### src/rtl/mmu_bank_pkg.sv
package mmu_bank_pkg;
   localparam int NUM_RW = 9;  // writable words, index i sits at byte offset 4*i

   localparam logic [7:0] OFF_MMUCTL   = 8'h00;
   localparam logic [7:0] OFF_PTEHI    = 8'h04;
   localparam logic [7:0] OFF_CPUVER   = 8'h30;
   localparam logic [7:0] OFF_CACHEVER = 8'h40;
   localparam logic [7:0] OFF_REVID    = 8'h44;

   typedef enum logic [2:0] {
      RG_IC_TAG   = 3'd0, RG_IC_LINE  = 3'd1,
      RG_IT_TAG   = 3'd2, RG_IT_ENTRY = 3'd3,
      RG_OC_TAG   = 3'd4, RG_OC_LINE  = 3'd5,
      RG_UT_TAG   = 3'd6, RG_UT_ENTRY = 3'd7
   } region_e;

   function automatic logic [7:0] rw_offset(int idx);
      return 8'(idx * 4);
   endfunction

   // number of low bits each writable word retains
   function automatic int keep_bits(int idx);
      case (idx)
         5:       return 4;
         6, 7, 8: return 11;
         default: return 32;
      endcase
   endfunction
endpackage

### src/rtl/mmu_reg_file.sv
module mmu_reg_file
   import mmu_bank_pkg::*;
#(
   parameter int DW = 32,
   parameter int AW = 8,
   parameter int INV_BIT = 2,
   parameter int ASID_W = 8,
   parameter logic [DW-1:0] CPU_VER = '0,
   parameter logic [DW-1:0] CACHE_VER = '0,
   parameter logic [DW-1:0] REV_ID = '0
) (
   input  logic          clk,
   input  logic          rst_n,
   input  logic          req,
   input  logic          we,
   input  logic [AW-1:0] addr,
   input  logic [DW-1:0] wdata,
   output logic [DW-1:0] rdata,
   output logic          rvalid,
   output logic          err,
   output logic          inv_pulse,
   output logic          flush_pulse
);
   localparam int IDX_CTL = 0;
   localparam int IDX_PTEH = 1;

   logic [DW-1:0] store [NUM_RW];
   logic [NUM_RW-1:0] hit;
   logic const_hit;
   logic [DW-1:0] const_val, rd_mux;

   for (genvar g = 0; g < NUM_RW; g++) begin : g_word
      localparam int KEEP = (keep_bits(g) < DW) ? keep_bits(g) : DW;
      localparam logic [DW-1:0] LIVE = {DW{1'b1}} >> (DW - KEEP);
      localparam logic [DW-1:0] MASK =
         (g == IDX_CTL) ? (LIVE & ~(DW'(1) << INV_BIT)) : LIVE;
      logic [DW-1:0] q;
      assign hit[g] = (addr == AW'(rw_offset(g)));
      always_ff @(posedge clk or negedge rst_n) begin
         if (!rst_n) q <= '0;
         else if (req && we && hit[g]) q <= wdata & MASK;
      end
      assign store[g] = q;
   end

   always_comb begin
      const_hit = 1'b1;
      if (addr == AW'(OFF_CPUVER))        const_val = CPU_VER;
      else if (addr == AW'(OFF_CACHEVER)) const_val = CACHE_VER;
      else if (addr == AW'(OFF_REVID))    const_val = REV_ID;
      else begin
         const_hit = 1'b0;
         const_val = '0;
      end
   end

   always_comb begin
      rd_mux = const_val;
      for (int i = 0; i < NUM_RW; i++)
         if (hit[i]) rd_mux = store[i];
   end

   logic asid_moved;
   assign asid_moved = (wdata[ASID_W-1:0] != store[IDX_PTEH][ASID_W-1:0]);

   always_ff @(posedge clk or negedge rst_n) begin
      if (!rst_n) begin
         rdata <= '0;
         rvalid <= 1'b0;
         err <= 1'b0;
         inv_pulse <= 1'b0;
         flush_pulse <= 1'b0;
      end else begin
         rvalid <= req && !we;
         rdata <= (req && !we) ? rd_mux : '0;
         err <= req && !(|hit) && !const_hit;
         inv_pulse <= req && we && hit[IDX_CTL] && wdata[INV_BIT];
         flush_pulse <= req && we && hit[IDX_PTEH] && asid_moved;
      end
   end
endmodule

### src/rtl/mmu_win_decode.sv
module mmu_win_decode
   import mmu_bank_pkg::*;
#(
   parameter int DW = 32,
   parameter int WAW = 27,
   parameter int SIZE_W = 3
) (
   input  logic              clk,
   input  logic              rst_n,
   input  logic              win_req,
   input  logic              win_we,
   input  logic [WAW-1:0]    win_addr,
   input  logic [SIZE_W-1:0] win_size,
   input  logic [DW-1:0]     win_wdata,
   output logic [DW-1:0]     win_rdata,
   output logic              win_rvalid,
   output logic              win_err,
   output logic              tlb_req,
   output logic              tlb_we,
   output logic [2:0]        tlb_region,
   output logic [WAW-1:0]    tlb_addr,
   output logic [DW-1:0]     tlb_wdata,
   input  logic [DW-1:0]     tlb_rdata
);
   localparam int REG_LSB = 24;
   localparam int WORD_BYTES = DW / 8;

   region_e region;
   logic size_ok, is_tlb, fwd, fwd_rd_q;

   assign region = region_e'(win_addr[REG_LSB+2:REG_LSB]);
   assign size_ok = (win_size == SIZE_W'(WORD_BYTES));
   // translation-buffer regions are 2,3,6,7: region bit 1 set
   assign is_tlb = (region == RG_IT_TAG) || (region == RG_IT_ENTRY) ||
                   (region == RG_UT_TAG) || (region == RG_UT_ENTRY);
   assign fwd = win_req && size_ok && is_tlb;

   assign tlb_req = fwd;
   assign tlb_we = win_we;
   assign tlb_region = region;
   assign tlb_addr = win_addr;
   assign tlb_wdata = win_wdata;

   always_ff @(posedge clk or negedge rst_n) begin
      if (!rst_n) begin
         win_rvalid <= 1'b0;
         win_err <= 1'b0;
         fwd_rd_q <= 1'b0;
      end else begin
         win_rvalid <= win_req && !win_we;
         win_err <= win_req && !size_ok;
         fwd_rd_q <= fwd && !win_we;
      end
   end

   assign win_rdata = fwd_rd_q ? tlb_rdata : '0;
endmodule

### src/rtl/mmu_ctl_bank.sv
module mmu_ctl_bank #(
   parameter int DW = 32,
   parameter int REG_AW = 8,
   parameter int WIN_AW = 27,
   parameter int SIZE_W = 3,
   parameter int INV_BIT = 2,
   parameter int ASID_W = 8,
   parameter logic [DW-1:0] CPU_VER = 32'h1357_0001,
   parameter logic [DW-1:0] CACHE_VER = 32'h2468_0002,
   parameter logic [DW-1:0] REV_ID = 32'h0000_00A3
) (
   input  logic              clk,
   input  logic              rst_n,
   input  logic              reg_req,
   input  logic              reg_we,
   input  logic [REG_AW-1:0] reg_addr,
   input  logic [DW-1:0]     reg_wdata,
   output logic [DW-1:0]     reg_rdata,
   output logic              reg_rvalid,
   output logic              reg_err,
   output logic              inv_pulse,
   output logic              flush_pulse,
   input  logic              win_req,
   input  logic              win_we,
   input  logic [WIN_AW-1:0] win_addr,
   input  logic [SIZE_W-1:0] win_size,
   input  logic [DW-1:0]     win_wdata,
   output logic [DW-1:0]     win_rdata,
   output logic              win_rvalid,
   output logic              win_err,
   output logic              tlb_req,
   output logic              tlb_we,
   output logic [2:0]        tlb_region,
   output logic [WIN_AW-1:0] tlb_addr,
   output logic [DW-1:0]     tlb_wdata,
   input  logic [DW-1:0]     tlb_rdata
);
   if (DW != 32) begin : g_bad_dw
      $error("mmu_ctl_bank: DW must be 32");
   end
   if (REG_AW < 8) begin : g_bad_aw
      $error("mmu_ctl_bank: REG_AW must cover offset 0x44");
   end
   if (WIN_AW != 27) begin : g_bad_waw
      $error("mmu_ctl_bank: region field needs WIN_AW of 27");
   end
   if (SIZE_W < 3) begin : g_bad_sz
      $error("mmu_ctl_bank: SIZE_W must encode 4");
   end
   if (INV_BIT >= DW || ASID_W > DW || ASID_W < 1) begin : g_bad_fld
      $error("mmu_ctl_bank: field position out of range");
   end

   mmu_reg_file #(
      .DW(DW), .AW(REG_AW), .INV_BIT(INV_BIT), .ASID_W(ASID_W),
      .CPU_VER(CPU_VER), .CACHE_VER(CACHE_VER), .REV_ID(REV_ID)
   ) u_regs (
      .clk(clk), .rst_n(rst_n),
      .req(reg_req), .we(reg_we), .addr(reg_addr), .wdata(reg_wdata),
      .rdata(reg_rdata), .rvalid(reg_rvalid), .err(reg_err),
      .inv_pulse(inv_pulse), .flush_pulse(flush_pulse)
   );

   mmu_win_decode #(.DW(DW), .WAW(WIN_AW), .SIZE_W(SIZE_W)) u_win (
      .clk(clk), .rst_n(rst_n),
      .win_req(win_req), .win_we(win_we), .win_addr(win_addr),
      .win_size(win_size), .win_wdata(win_wdata),
      .win_rdata(win_rdata), .win_rvalid(win_rvalid), .win_err(win_err),
      .tlb_req(tlb_req), .tlb_we(tlb_we), .tlb_region(tlb_region),
      .tlb_addr(tlb_addr), .tlb_wdata(tlb_wdata), .tlb_rdata(tlb_rdata)
   );
endmodule

### config.mk
export PLATFORM = sky130hd
export DESIGN_NAME = mmu_ctl_bank
export DESIGN_NICKNAME = d
export VERILOG_FILES = /design/src/rtl/mmu_bank_pkg.sv /design/src/rtl/mmu_reg_file.sv /design/src/rtl/mmu_win_decode.sv /design/src/rtl/mmu_ctl_bank.sv
export SDC_FILE = /design/constraint.sdc
export NUM_CORES = 1
export LEC_CHECK = 0
export ABC_AREA = 1
export BUFFER_PORTS_ARGS = -buffer_cell sky130_fd_sc_hd__buf_4
export CAP_MARGIN = 20
export CORE_MARGIN = 2
export CORE_UTILIZATION = 45
export DETAILED_ROUTE_END_ITERATION = 10
export PLACE_DENSITY = 0.7
export SKIP_CTS_REPAIR_TIMING = 1
export SLEW_MARGIN = 20
export SYNTH_ARGS = -nofsm -noshare
export SYNTH_HDL_FRONTEND = slang
export SYNTH_HIERARCHICAL = 1
export SYNTH_SLANG_ARGS = --single-unit
### constraint.sdc
create_clock -name clk -period 2 [get_ports clk]
set_input_delay 0.1 -clock clk [delete_from_list [all_inputs] [get_ports clk]]
set_output_delay 0.1 -clock clk [all_outputs]
set_load 0.03 [all_outputs]
==> impl_metrics.tcl <==
set metrics [dict create \
    status "finished, violations left" \
    violations "hold timing" \
    p_leak_uw 0.00675 \
    crit_buf_inv 3 \
    grt_util_met2_pct 34.4 \
    place_hpwl_mm 17.7 \
    worstMarginPinSlew_ns 0.658 \
    final_cell_mix "nand2_1 (380), dfrtp_1 (235), buf_4 (187), o21ai_0 (178), inv_1 (103)" \
    diodes 0 \
    rows 56 \
    die_height_um 158 \
    ys_types 34 \
    root_buffer "clkbuf_16" \
    firstDrtPassIters 5 \
    numPortBuffers 155 \
    grt.met3_usage_pct 3.28 \
    grt_pass1_vias 8029 \
    p_switching_uw 2330 \
    rsz0062_at_grt "no" \
    clock.fmax_mhz 623 \
    drc 0 \
    synth.avg_cell_area_um2 8.43 \
    hold_violations 2 \
    fin_crit_sh_pct 80.3 \
    synth-seq-cells 235 \
    wl_per_cell_um 15.6 \
    gr-total-overflow 0 \
    nNetsFinal 1538 \
    grt_pass1_wl_mm 42.2 \
    p_int_uw 7990 \
    max_slew_margin_pct 56.1 \
    htree_levels 1 \
    cp_cell_sequence "buf_4, nand2_1, inv_1, buf_4" \
    syn-cell-area_um2 10700 \
    finClkSkew_ns 0.0232 \
    cts.sinks 235 \
    syn_inst 1270 \
    maxCapViolCount 0 \
    p_sw_share_pct 22.6 \
    power_uw 10300 \
    p_per_area_nw_per_um2 790 \
    clockPowerShare_pct 46.3 \
    yosys_warnings 6 \
    io_pins 274 \
    async_reset_ff_share_pct 100 \
    via_per_inst 5.06 \
    worstPathMaxFanout 32 \
    whs_ns -0.00845 \
    clock_path_buffers 3 \
    gp_congestion 0.813 \
    pwr-share-seq_pct 47.7 \
    synth-seq-area-share_pct 54.9 \
    drv_slew 0 \
    drive_gt1_share_pct 18.6 \
    slowest_stage "dfrtp_1" \
    required_ns 1.90 \
    combPwrFrac_pct 6.0 \
    antenna_found_initial 0 \
    synthFlopType "dfrtp_1" \
    grt_usage_pct 21.3 \
    crit_arrival_ns 1.51 \
    top_usage_layer "met2" \
    ir_drop_mv 0.633 \
    crit_path_frequent_cell "buf_4" \
    num_vias 8771 \
    tns_ns 0 \
    syn_nets 1410 \
    initial_core_util_pct 45.7 \
    fin_crit_ns 1.61 \
    synth-edff-count 0 \
    drt-initial-drc-count 744 \
    insertion_delay_ns 0.54 \
    slowest_delay_ns 0.32 \
    reg2reg_setup_slack_ns 0.76 \
    setup_viol 0 \
    area_delta_synth_final_pct 22.0 \
    wl_mm 27.1 \
    die_w_um 158 \
    cts_tree "built" \
    startpoint_type "flip-flop" \
    layout_commonest_cell "nand2_1" \
    cts_buffers 26 \
    die-area_um2 25000 \
    grt_max_degree 65 \
    detail-route-antenna-nets 0 \
    path_clk_slew_ns 0.06 \
    hp-class "input pin to flip-flop" \
    core_area_um2 23400 \
    met1_usage_pct 30.5 \
    critPathTopFamily "buffers and inverters" \
    endpoint_kind "output port" \
    critPathKind "flip-flop to output port" \
]
## flip-flops by register name, indices dropped and copies added, names as in the netlist
| register | cells |
|---|---|
| u_regs/err | 1 |
| u_regs/flush_pulse | 1 |
| u_regs/g_word.q | 196 |
| u_regs/inv_pulse | 1 |
| u_regs/rdata | 32 |
| u_regs/rvalid | 1 |
| u_win/fwd_rd_q | 1 |
| u_win/win_err | 1 |
| u_win/win_rvalid | 1 |
## cells in the mapped netlist, types with 3 or more instances
library cell	instances	area, um2
a211oi_1	5	37.5
clkbuf_1	32	120
nor2_2	4	25.0
nor2_4	5	56.3
nand2_1	381	1430
dfrtp_1	235	5880
inv_2	5	18.8
o21ai_1	62	310
o22ai_1	6	37.5
buf_4	68	510
a221oi_1	3	26.3
a21oi_1	50	250
xor2_1	4	35.0
buf_2	24	120
a21boi_0	4	30.0
nand4_1	11	68.8
buf_6	4	45.0
o21ai_0	178	891
nor2_1	44	165
a31oi_1	4	25.0
nand2_2	6	37.5
nand3_1	19	95.1
inv_1	103	387
## final cells by class
class / instances / area [um2]
Multi-Input combinational cell: 798 / 3620
Tap cell: 319 / 399
Fill cell: 2147 / 10300
Timing Repair Buffer: 228 / 1880
Sequential cell: 235 / 5880
Clock buffer: 35 / 744
Inverter: 109 / 409
Clock inverter: 11 / 125
## path summary, 6_finish.rpt
path | from | end | depth (start not counted)
min in group asynchronous | rst_n | u_regs/err$_DFF_PN0_ | 2
hold / removal | reg_wdata[8] | u_regs/g_word[7].q[8]$_DFFE_PN0P_ | 3
setup reg to reg | u_regs/g_word[1].q[3]$_DFFE_PN0P_ | u_regs/flush_pulse$_DFF_PN0_ | 3
max in group asynchronous | rst_n | u_regs/g_word[1].q[16]$_DFFE_PN0P_ | 3
setup / recovery | u_win/fwd_rd_q$_DFF_PN0_ | win_rdata[7] | 4
hold reg to reg | u_regs/g_word[0].q[20]$_DFFE_PN0P_ | u_regs/g_word[0].q[20]$_DFFE_PN0P_ | 2
## per-stage QoR
stage | cells | util [%] | cell area (um2) | hold slack (ns) | worst slack (ns)
final | 1735 | 55.8 | 13100 | -0.00845 | 0.394
after global routing | 1735 | 55.8 | 13100 | 0.00264 | 0.293
after CTS | 1701 | 54.4 | 12700 | -0.485 | 0.366
after detailed placement | 1655 | 50.6 | 11900 | 0.0706 | 0.238
after global placement | 1655 | 50.6 | 11900 | 0.0702 | 0.309
after floorplan | 1270 | - | 10700 | -0.196 | 0.762
## logic make-up after synthesis
kind of cell | after synthesis | synth area share (%)
flip-flops | 235 | 54.9
buffers and inverters | 237 | 11.3
AND/OR/NAND/NOR | 479 | 18.2
AO/OA/AOI/OAI | 315 | 15.2
XOR/XNOR | 4 | 0.327
## power groups by stage
| stage | logic, uW | clock network (uW) | registers, uW |
|---|---|---|---|
| 2_1_floorplan | 444 | 0 | 5010 |
| 3_3_place_gp | 562 | 0 | 5010 |
| 3_5_place_dp | 573 | 0 | 5010 |
| 4_1_cts | 576 | 4870 | 4930 |
| 5_1_grt | 695 | 5070 | 4940 |
| 6_report | 617 | 4780 | 4930 |
## per-layer routing
metal  vias to the layer above  routed length [um]
li1                       4268                   -
met1                      4163               12100
met2                       309               12900
met3                        31                1730
met4                         0                 419
met5                         -                   0
## tightest hold or removal path, cell delays in order
cell	delay, ns
buf_4	0.08
inv_1	0.12
o21ai_1	0.16
No activity file was read; power rests on OpenSTA's default activity.
